===== src/rtl/bus_xcvr_pkg.sv =====
package bus_xcvr_pkg;

   typedef enum logic {
      DIR_A2B = 1'b0,
      DIR_B2A = 1'b1
   } xc_dir_e;

   typedef struct packed {
      logic dir;
      logic den_n;
      logic pass;
      logic csync;
      logic sysclk;
      logic bclk;
   } xc_ctrl_t;

   // Reset image of the sampled controls: data drive off, pass low so that
   // the first valid sample cannot look like a falling pass edge.
   parameter xc_ctrl_t CTRL_RST = '{dir: 1'b0, den_n: 1'b1, pass: 1'b0,
                                    csync: 1'b0, sysclk: 1'b0, bclk: 1'b0};

endpackage


===== src/rtl/bus_xcvr_sampler.sv =====
module bus_xcvr_sampler
   import bus_xcvr_pkg::*;
#(
   parameter int WIDTH      = 18,
   parameter int SYNC_DEPTH = 2
) (
   input  logic             clk_i,
   input  logic             rst_ni,
   input  xc_ctrl_t         ctrl_i,
   input  logic [WIDTH-1:0] a_i,
   input  logic [WIDTH-1:0] b_i,
   output logic             vld_o,
   output xc_ctrl_t         ctrl_s_o,
   output logic [WIDTH-1:0] a_s_o,
   output logic [WIDTH-1:0] b_s_o,
   output logic             sys_rise_o,
   output logic             bus_rise_o,
   output logic             pass_fall_o
);

   localparam int CW = $bits(xc_ctrl_t);
   localparam int SW = 1 + CW + 2 * WIDTH;
   localparam logic [SW-1:0] RST_WORD = {1'b0, CTRL_RST, {(2 * WIDTH){1'b0}}};

   if (SYNC_DEPTH < 1 || SYNC_DEPTH > 4) begin : g_bad_depth
      $error("bus_xcvr_sampler: SYNC_DEPTH must lie in 1..4");
   end

   logic [SW-1:0] in_word;
   logic [SW-1:0] stg_q [SYNC_DEPTH];
   logic [2:0]    prev_q;   // {pass, sysclk, bclk} one sample older

   assign in_word = {1'b1, ctrl_i, a_i, b_i};

   always_ff @(posedge clk_i or negedge rst_ni) begin
      if (!rst_ni) begin
         for (int i = 0; i < SYNC_DEPTH; i++) stg_q[i] <= RST_WORD;
         prev_q <= {CTRL_RST.pass, CTRL_RST.sysclk, CTRL_RST.bclk};
      end else begin
         stg_q[0] <= in_word;
         for (int i = 1; i < SYNC_DEPTH; i++) stg_q[i] <= stg_q[i-1];
         prev_q <= {ctrl_s_o.pass, ctrl_s_o.sysclk, ctrl_s_o.bclk};
      end
   end

   assign {vld_o, ctrl_s_o, a_s_o, b_s_o} = stg_q[SYNC_DEPTH-1];

   assign pass_fall_o = prev_q[2] & ~ctrl_s_o.pass;
   assign sys_rise_o  = ~prev_q[1] & ctrl_s_o.sysclk;
   assign bus_rise_o  = ~prev_q[0] & ctrl_s_o.bclk;

endmodule


===== src/rtl/bus_xcvr_store.sv =====
module bus_xcvr_store #(
   parameter int WIDTH = 18
) (
   input  logic             clk_i,
   input  logic             rst_ni,
   input  logic             load_i,
   input  logic [WIDTH-1:0] d_i,
   output logic [WIDTH-1:0] q_o
);

   if (WIDTH < 1) begin : g_bad_width
      $error("bus_xcvr_store: WIDTH must be at least 1");
   end

   always_ff @(posedge clk_i or negedge rst_ni) begin
      if (!rst_ni)     q_o <= '0;
      else if (load_i) q_o <= d_i;
   end

endmodule


===== src/rtl/bus_xcvr_drive.sv =====
module bus_xcvr_drive (
   input  logic clk_i,
   input  logic rst_ni,
   input  logic want_a_i,
   input  logic want_b_i,
   output logic en_a_o,
   output logic en_b_o
);

   // A port may turn on only in a cycle where the other port was off
   // in the previous cycle, which leaves one idle cycle on every handover.
   always_ff @(posedge clk_i or negedge rst_ni) begin
      if (!rst_ni) begin
         en_a_o <= 1'b0;
         en_b_o <= 1'b0;
      end else begin
         en_a_o <= want_a_i & ~en_b_o;
         en_b_o <= want_b_i & ~en_a_o;
      end
   end

endmodule


===== src/rtl/bus_xcvr.sv =====
module bus_xcvr
   import bus_xcvr_pkg::*;
#(
   parameter int WIDTH      = 18,
   parameter int SYNC_DEPTH = 2
) (
   input  logic             clk_i,
   input  logic             rst_ni,
   input  logic             dir_i,
   input  logic             den_ni,
   input  logic             pass_i,
   input  logic             csync_i,
   input  logic             sysclk_i,
   input  logic             bclk_i,
   input  logic [WIDTH-1:0] a_i,
   input  logic [WIDTH-1:0] b_i,
   output logic [WIDTH-1:0] a_o,
   output logic             a_oe_o,
   output logic [WIDTH-1:0] b_o,
   output logic             b_oe_o,
   output logic             bclk_o,
   output logic             bclk_oe_o,
   output logic             lclk_o,
   output logic             lclk_oe_o
);

   if (WIDTH < 1) begin : g_bad_width
      $error("bus_xcvr: WIDTH must be at least 1");
   end

   xc_ctrl_t         ctrl_in;
   xc_ctrl_t         ctrl_s;
   logic             vld;
   logic [WIDTH-1:0] a_s;
   logic [WIDTH-1:0] b_s;
   logic             sys_rise;
   logic             bus_rise;
   logic             pass_fall;
   logic             is_rx;
   logic             rx_edge;
   logic             load_ab;
   logic             load_ba;
   logic [WIDTH-1:0] q_ab;
   logic [WIDTH-1:0] q_ba;
   logic             clk_on;

   assign ctrl_in = '{dir: dir_i, den_n: den_ni, pass: pass_i,
                      csync: csync_i, sysclk: sysclk_i, bclk: bclk_i};

   bus_xcvr_sampler #(
      .WIDTH      (WIDTH),
      .SYNC_DEPTH (SYNC_DEPTH)
   ) u_sampler (
      .clk_i       (clk_i),
      .rst_ni      (rst_ni),
      .ctrl_i      (ctrl_in),
      .a_i         (a_i),
      .b_i         (b_i),
      .vld_o       (vld),
      .ctrl_s_o    (ctrl_s),
      .a_s_o       (a_s),
      .b_s_o       (b_s),
      .sys_rise_o  (sys_rise),
      .bus_rise_o  (bus_rise),
      .pass_fall_o (pass_fall)
   );

   assign is_rx   = (ctrl_s.dir == DIR_B2A);
   // Receive capture clock: bus clock for source-synchronous, system clock otherwise.
   assign rx_edge = ctrl_s.csync ? sys_rise : bus_rise;
   assign load_ab = vld & ~is_rx & (pass_fall | (~ctrl_s.pass & sys_rise));
   assign load_ba = vld &  is_rx & (pass_fall | (~ctrl_s.pass & rx_edge));

   bus_xcvr_store #(.WIDTH(WIDTH)) u_store_ab (
      .clk_i  (clk_i),
      .rst_ni (rst_ni),
      .load_i (load_ab),
      .d_i    (a_s),
      .q_o    (q_ab)
   );

   bus_xcvr_store #(.WIDTH(WIDTH)) u_store_ba (
      .clk_i  (clk_i),
      .rst_ni (rst_ni),
      .load_i (load_ba),
      .d_i    (b_s),
      .q_o    (q_ba)
   );

   bus_xcvr_drive u_drive (
      .clk_i    (clk_i),
      .rst_ni   (rst_ni),
      .want_a_i (vld & ~ctrl_s.den_n &  is_rx),
      .want_b_i (vld & ~ctrl_s.den_n & ~is_rx),
      .en_a_o   (a_oe_o),
      .en_b_o   (b_oe_o)
   );

   assign b_o = ctrl_s.pass ? a_s : q_ab;
   assign a_o = ctrl_s.pass ? b_s : q_ba;

   assign clk_on    = vld & ~ctrl_s.pass;
   assign bclk_oe_o = clk_on & (~is_rx | ctrl_s.csync);
   assign bclk_o    = ctrl_s.sysclk;
   assign lclk_oe_o = clk_on;
   assign lclk_o    = (is_rx & ~ctrl_s.csync) ? ctrl_s.bclk : ctrl_s.sysclk;

endmodule


===== config.mk =====
export PLATFORM = sky130hd
export DESIGN_NAME = bus_xcvr
export DESIGN_NICKNAME = d
export VERILOG_FILES = /design/src/rtl/bus_xcvr_pkg.sv /design/src/rtl/bus_xcvr_sampler.sv /design/src/rtl/bus_xcvr_store.sv /design/src/rtl/bus_xcvr_drive.sv /design/src/rtl/bus_xcvr.sv
export SDC_FILE = /design/constraint.sdc
export NUM_CORES = 1
export LEC_CHECK = 0
export BUFFER_PORTS_ARGS = -buffer_cell sky130_fd_sc_hd__buf_2
export CORE_ASPECT_RATIO = 0.9
export CORE_MARGIN = 8
export CORE_UTILIZATION = 35
export DETAILED_ROUTE_END_ITERATION = 16
export PLACE_DENSITY_LB_ADDON = 0.08
export SYNTH_ARGS = -nofsm -noshare
export SYNTH_HDL_FRONTEND = slang
export SYNTH_SLANG_ARGS = --single-unit

===== constraint.sdc =====
create_clock -name clk_i -period 3.85 [get_ports clk_i]
set_clock_uncertainty 0.15 [all_clocks]
set_input_delay 0.77 -clock clk_i [delete_from_list [all_inputs] [get_ports clk_i]]
set_output_delay 0.77 -clock clk_i [all_outputs]
set_load 0.01 [all_outputs]

# --- After elaboration in Yosys (flattened, before gate mapping) ---
# Index checks and enable logic that the tools add are counted.
# Widths: inputs -> output; s select.
totals:
  in_bits: 44
  output_inout_bits: 42
  register_bits: 127
op_classes:
  bitwise: 28
  mux: 4
ops:
  columns: ["operator", "n"]
  rows:
  - ["$mux 18", 2]
  - ["$and 1x1->1", 17]
  - ["$not 1->1", 8]
  - ["$or 1x1->1", 3]
  - ["$mux 1", 2]

# --- Depth between registers and ports, before layout ---
# Gate-level depths: netlist (run 1).
depth:
  depth_word: 6
  mapped_depth: 7
  ltp_nobuf: 4

# --- Hierarchy ---
# A second synthesis (run 1) with hierarchy kept.
hier_totals:
  hier_cells: 269
  hier_area_um2: 4668.2
by_module_without_submodules:
  columns: ["module", "cells_per_inst", "seq_area_each_um2", "area_per_inst_um2", "n_inst"]
  rows:
  - ["bus_xcvr_sampler", 135, 2229.6, 2590.0, 1]
  - ["bus_xcvr_store", 38, 450.4, 721.9, 2]
  - ["bus_xcvr", 54, 0.0, 556.8, 1]
  - ["bus_xcvr_drive", 4, 50.0, 77.6, 1]

# --- Worst setup path after synthesis (run 1) ---
# No wires, ideal clock.
synth_timing:
  path_kind: "register -> output"
  from: "register u_sampler.stg_q (netlist bit u_sampler.ctrl_s_o[3])"
  to: "output port a_o[0]"
  stages_incl_launch_ff: 4
  t_arrival_ps: 1214
  path_slack_ps: 1716
  path_cell_list: "dfrtp_1 buf_6 clkbuf_1 mux2_2"
synth_via:
  elab_chain_cells: 1
synth_lines:
  columns: ["item", "line_no", "rtl"]
  rows:
  - ["start: declaration", "bus_xcvr_sampler.sv:30", "logic [SW-1:0] stg_q [SYNC_DEPTH];"]
  - ["$mux 18", "bus_xcvr.sv:100", "assign a_o = ctrl_s.pass ? b_s : q_ba;"]
  - ["end: declaration", "bus_xcvr.sv:17", "output logic [WIDTH-1:0] a_o,"]
# Every way passes these cells.

# --- Worst setup path in the final report (run 1) ---
layout_timing:
  from: "register u_sampler.stg_q (netlist bit u_sampler.ctrl_s_o[3])"
  to: "output port a_o[10]"
# Same word-level chain as after synthesis.

==> impl_metrics.tcl, run 1 <==
set metrics [dict create \
    status "finished, final reports clean" \
    synth_area_leaders "dfrtp_1 74%, mux2_2 17%, mux2_4 3.6%" \
    final_net_count 363 \
    vdd_drop_max_mv 0.410 \
    ys_seq_area_share_pct 75.7 \
    ctsResizeCount 0 \
    ys.flop_type "dfrtp_1" \
    dieWidth_um 131 \
    cts_made_buffers 17 \
    startpoint_type "register" \
    dieArea_um2 15800 \
    wl_mm 7.50 \
    syn_nets 264 \
    synth_top_cell_by_area "dfrtp_1" \
    ys_types 21 \
    grt_max_degree 122 \
    synth_most_common_cell "dfrtp_1" \
    postSynthAreaPerCell_um2 19.1 \
    vias 2089 \
    cpPeakStageDelay_ns 0.80 \
    drtPass1Iterations 4 \
    end_kind "primary output" \
    core_area_um2 11900 \
    postSynthCellCount 220 \
    hp-class "reg2reg" \
    portBuffers 85 \
    synth_seq_cells 127 \
    fin_crit_ns 2.99 \
    cts_tree "yes" \
    maxSlewViolCount 0 \
    crit_family "flip-flops" \
    setup_viol 0 \
    antenna_found_initial 0 \
    hold_ws_ns 0.193 \
    dp_hpwl_mm 4.60 \
    rows 38 \
    n_antenna_cell 0 \
    routed_via_density 4.25 \
    htreeDepth 4 \
    cts.sinks 127 \
    cts.clk_slew.worst_paths_ns 0.05 \
    setup_ws_ns 0.861 \
    grt_pass1_vias 2411 \
    cp_slowest_cell "dfrtp_2" \
    grt_usage_pct 10.4 \
    clk_latency_ns 0.40 \
    period_share_pct 77.6 \
    drt_iter0_markers 104 \
    path_buf_inv 2 \
    fmax_mhz 335 \
    root_buffer "clkbuf_16" \
    antenna_left 0 \
    gp_congestion 0.675 \
    die_height_um 120 \
    worst_slew_pin_slew_ns 1.11 \
    pin_count 86 \
    stdcell_count 492 \
    pre_cts_slack_ns 1.22 \
    critical_path_class "reg2out" \
    route.detailed.drc 0 \
    cts_hold_buffers 0 \
    async_flop_share_pct 100 \
    required_ns 2.93 \
    final.setup.tns_ns 0 \
    cellPowerDensity_nw_per_um2 636 \
    yosysWarnings 0 \
    worstPathMaxFanout 25 \
    post_cts_buffers 0 \
    hold_viol_final 0 \
    drive_gt1_share_pct 58.4 \
    power_leakage_nw 2.52 \
    wl_per_cell_um 15.2 \
    start_util_pct 35.3 \
    synth_top_area_share_pct 74.4 \
    fillers 1045 \
    rsz0062_at_grt "no" \
    synth_edf_count 0 \
    grt_overflow_total 0 \
    crit_arrival_ns 2.07 \
    yosys-top-cells-count "125 x dfrtp_1, 62 x mux2_2, 10 x mux2_4, 3 x buf_6, 3 x clkbuf_1" \
    relSlewSlack_pct 26.3 \
    syn2layout_area_growth_pct 27.6 \
    cts_max_path_buffers 2 \
    grt_pass1_wl_mm 12.7 \
    maxCapViolCount 0 \
    total_power_mw 3.41 \
    dp.cells 460 \
    cp_cell_sequence "buf_4, mux2_2, buf_2" \
    netlist_area_um2 4200 \
]
stage by stage:
stage | utilization (%) | area [um2]
floorplan | - | 4200
global placement | 40.3 | 4780
detailed placement | 40.3 | 4780
CTS | 45.1 | 5360
global route | 45.1 | 5360
finish | 45.1 | 5360
worst paths after layout:
check,start,end,slack (ns),cells past startpoint
worst max-delay path,u_sampler.ctrl_s_o[3],a_o[10],0.86,3
worst min-delay path,u_sampler.stg_q[66],u_sampler.a_s_o[5],0.19,0
worst max register to register,u_sampler.ctrl_s_o[3],u_store_ab.q_o[10],1.37,4
worst min register to register,u_sampler.stg_q[66],u_sampler.a_s_o[5],0.19,0
max in group asynchronous,rst_ni,u_sampler.ctrl_s_o[3],2.35,1
min in group asynchronous,rst_ni,u_sampler.stg_q[57],0.32,1
cell type report:
class | instances | area (um2) | share of cell area (%)
timing repair buffer | 88 | 454 | 8.47
clock inverter | 11 | 115 | 2.15
inverter | 1 | 3.75 | 0.0700
tap | 160 | 200 | 3.73
clock buffer | 21 | 460 | 8.59
multi-input combinational | 84 | 945 | 17.6
sequential | 127 | 3180 | 59.4
cell usage in the layout (no fill, tap or decap), drive strengths merged:
master    netlist  final
nor4b           1      1
dfstp           2      2
mux2           73     73
clkinv          0      5
nand2b          1      1
or3b            1      1
o311ai          1      1
clkinvlp        0      4
nor4bb          1      1
clkbuf          3     21
a21oi           1      1
conb            1      1
a21o            1      1
inv             1      1
buf             5     88
bufinv          0      2
and2            1      1
dfrtp         125    125
nor2b           2      2
metal layers:
layer	share of wire (%)	vias up	wire, um	GRT usage [%]
met5	0	-	0	0
met4	1.7	0	126	5.38
met3	7.3	9	548	5.26
met2	45	64	3370	15.0
met1	46	1065	3450	12.7
li1	-	951	-	-
worst register-to-register path, cell delays in order (launching register included):
cell and delay, ns:
dfrtp_2 0.80, nor2b_4 0.09, or3b_1 0.70, buf_4 0.31
mux2_4 0.31
cells by family after synthesis:
| kind of cell | synth area share, % |
|---|---|
| buffers and inverters | 1.82 |
| multiplexers | 20.5 |
| flip-flops | 75.7 |
| AO/OA/AOI/OAI | 0.506 |
| AND/OR/NAND/NOR | 1.43 |
| other | 0.0893 |
state kept, by name, indices dropped and copies added, names as in the netlist:
signal	count
u_sampler.ctrl_s_o	6
u_store_ab.q_o	18
u_sampler.b_s_o	18
u_drive.en_a_o	1
u_sampler.stg_q	43
u_sampler.vld_o	1
u_store_ba.q_o	18
u_sampler.a_s_o	18
u_drive.en_b_o	1
u_sampler.prev_q	3
power breakdown:
part	switching (mW)	internal, mW
clock network	0.557	0.980
logic	0.139	0.194
registers	0.0666	1.47
total	0.762	2.65
Note: power is estimated with default switching activity, not from simulation.
==> run 2: changes to the inputs <==
--- a/config.mk
+++ b/config.mk
@@ -5,6 +5,7 @@
 export SDC_FILE = /design/constraint.sdc
 export NUM_CORES = 1
 export LEC_CHECK = 0
+export ABC_AREA = 1
 export BUFFER_PORTS_ARGS = -buffer_cell sky130_fd_sc_hd__buf_2
 export CORE_ASPECT_RATIO = 0.9
 export CORE_MARGIN = 8
==> constraint.sdc (replaced) <==
create_clock -name clk_i -period 2.9 [get_ports clk_i]
set_clock_uncertainty 0.15 [all_clocks]
set_input_delay 0.58 -clock clk_i [delete_from_list [all_inputs] [get_ports clk_i]]
set_output_delay 0.58 -clock clk_i [all_outputs]
set_load 0.01 [all_outputs]
==> impl_metrics.tcl, run 2 <==
set metrics [dict create \
    status "finished, violations left" \
    violations "hold timing" \
    routed_via_density 4.19 \
    worst_slew_pin_slew_ns 0.641 \
    route.detailed.drc 0 \
    relSlewSlack_pct 57.1 \
    synth_seq_cells 127 \
    final.setup.tns_ns 0 \
    cts_hold_buffers 0 \
    top_register "u_sampler.stg_q" \
    core_area_um2 11900 \
    portBuffers 85 \
    startpoint_type "register" \
    cts_max_path_buffers 2 \
    postSynthAreaPerCell_um2 13.0 \
    reg2reg_from "u_sampler.ctrl_s_o[3]" \
    rows 38 \
    final_common_cell "dfrtp_1" \
    synth_edf_count 0 \
    antenna_left 0 \
    required_ns 2.17 \
    wl_mm 8.29 \
    final_cell_mix "124 x dfrtp_1, 84 x buf_2, 56 x nand2_1, 25 x inv_1, 21 x nor2_1" \
    ctsResizeCount 0 \
    final_net_count 466 \
    grt_usage_pct 11.6 \
    path_buf_inv 2 \
    netlist_area_um2 4230 \
    grt_pass1_wl_mm 14.4 \
    die_height_um 120 \
    dieWidth_um 132 \
    period_share_pct 87.3 \
    synth_area_leaders "dfrtp_1 74%, nand2_1 5.0%, mux2_2 4.5%" \
    clk_latency_ns 0.40 \
    wl_per_cell_um 13.9 \
    critPathCapture "b_o[0]" \
    ys_types 20 \
    maxCapViolCount 0 \
    ys_seq_area_share_pct 75.2 \
    rr_worst_depth 5 \
    htreeDepth 4 \
    yosys-top-cells-count "125 x dfrtp_1, 56 x nand2_1, 25 x inv_1, 21 x nor2_1, 20 x nand3_1" \
    dp_hpwl_mm 5.46 \
    setup_ws_ns 0.369 \
    cp_cell_sequence "buf_4, nor2_1, a21oi_1, buf_2" \
    r2r_end "u_store_ba.q_o[12]" \
    async_flop_share_pct 100 \
    cp_slowest_cell "dfrtp_2" \
    cellPowerDensity_nw_per_um2 844 \
    vias 2496 \
    n_antenna_cell 0 \
    hp-class "in2async" \
    path_depth 4 \
    vdd_drop_max_mv 0.379 \
    cts_tree "yes" \
    worstPathMaxFanout 23 \
    start_util_pct 35.5 \
    fmax_mhz 395 \
    setup_viol 0 \
    startpoint "u_sampler.ctrl_s_o[3]" \
    syn_nets 370 \
    drt_iter0_markers 152 \
    gp_congestion 0.660 \
    synth_top_cell_by_area "dfrtp_1" \
    crit_arrival_ns 1.80 \
    grt_pass1_vias 2786 \
    maxSlewViolCount 0 \
    root_buffer "clkbuf_16" \
    largest_register_ffs 43 \
    rsz0062_at_grt "no" \
    critical_path_class "reg2out" \
    synth_top_area_share_pct 73.9 \
    pre_cts_slack_ns 0.731 \
    crit_family "flip-flops" \
    cts.clk_slew.worst_paths_ns 0.05 \
    cts.sinks 127 \
    ys.flop_type "dfrtp_1" \
    power_leakage_nw 2.71 \
    cpPeakStageDelay_ns 0.68 \
    grt_max_degree 61 \
    total_power_mw 4.58 \
    grt_overflow_total 0 \
    drive_gt1_share_pct 33.1 \
    end_kind "primary output" \
    dieArea_um2 15900 \
    synth_most_common_cell "dfrtp_1" \
    r2r_slack_ns 0.83 \
    yosysWarnings 0 \
    hold_viol_final 3 \
    fillers 1120 \
    post_cts_buffers 0 \
    pin_count 86 \
    hold_ws_ns -0.00681 \
    antenna_found_initial 0 \
    drtPass1Iterations 4 \
    cts_made_buffers 17 \
    fin_crit_ns 2.53 \
    syn2layout_area_growth_pct 28.1 \
    postSynthCellCount 326 \
]
[run 2: changes by cell type after synthesis, sizes merged, moves of 17 or more]
cell   before  now
mux2       73   18
nor2        0   22
nand2       0   59
nand3       0   21
o21ai       0   20
inv         1   25
a21oi       1   18
[run 2: per-stage QoR]
| stage | hold slack [ns] | util [%] | instances | cell area (um2) |
|---|---|---|---|---|
| finish | -0.00681 | 45.4 | 595 | 5420 |
| global route | 0.0265 | 45.4 | 595 | 5420 |
| CTS | 0.0120 | 45.4 | 595 | 5420 |
| detailed placement | 0.185 | 40.2 | 563 | 4800 |
| global placement | 0.182 | 40.2 | 563 | 4800 |
| floorplan | 0.134 | - | 326 | 4230 |
[run 2: how the worst min path moves through the flow]
stage,depth (start not counted),end
2_1_floorplan,0,u_drive.en_a_o
3_3_place_gp,0,u_sampler.b_s_o[4]
3_5_place_dp,0,u_sampler.a_s_o[1]
4_1_cts,1,u_sampler.stg_q[45]
5_1_grt,1,u_sampler.stg_q[45]
6_report,1,u_sampler.stg_q[45]
[run 2: kinds of logic (layout without fill, tap and decap cells)]
kind of cell	Yosys count	in the layout	synth area share [%]
DFF	127	127	75.2
and+or+nand+nor	105	105	10.8
AOI/OAI and AO/OA	38	38	4.49
buffers and inverters	37	146	4.67
muxes	18	18	4.79
other	1	1	0.0886
[run 2: routing by layer]
layer	track usage (%)	wire (um)	vias to the layer above
met5	0	0	-
met4	4.95	102	0
met3	4.52	416	7
met2	16.9	3720	62
met1	15.1	4050	1192
li1	-	-	1235
[run 2: layout make-up]
type / count / area (um2) / area share (%)
Inverter: 25 / 93.8 / 1.73
Clock inverter: 9 / 131 / 2.42
Sequential cell: 127 / 3180 / 58.7
Timing Repair Buffer: 89 / 474 / 8.74
Multi-Input combinational cell: 162 / 853 / 15.7
Clock buffer: 23 / 488 / 9.00
Tap cell: 160 / 200 / 3.69
[run 2: where the power goes]
| part | total (mW) | internal [mW] | switching, mW |
|---|---|---|---|
| logic | 0.392 | 0.170 | 0.222 |
| clock network | 2.17 | 1.44 | 0.726 |
| registers | 2.02 | 1.94 | 0.0792 |
| total | 4.58 | 3.55 | 1.03 |
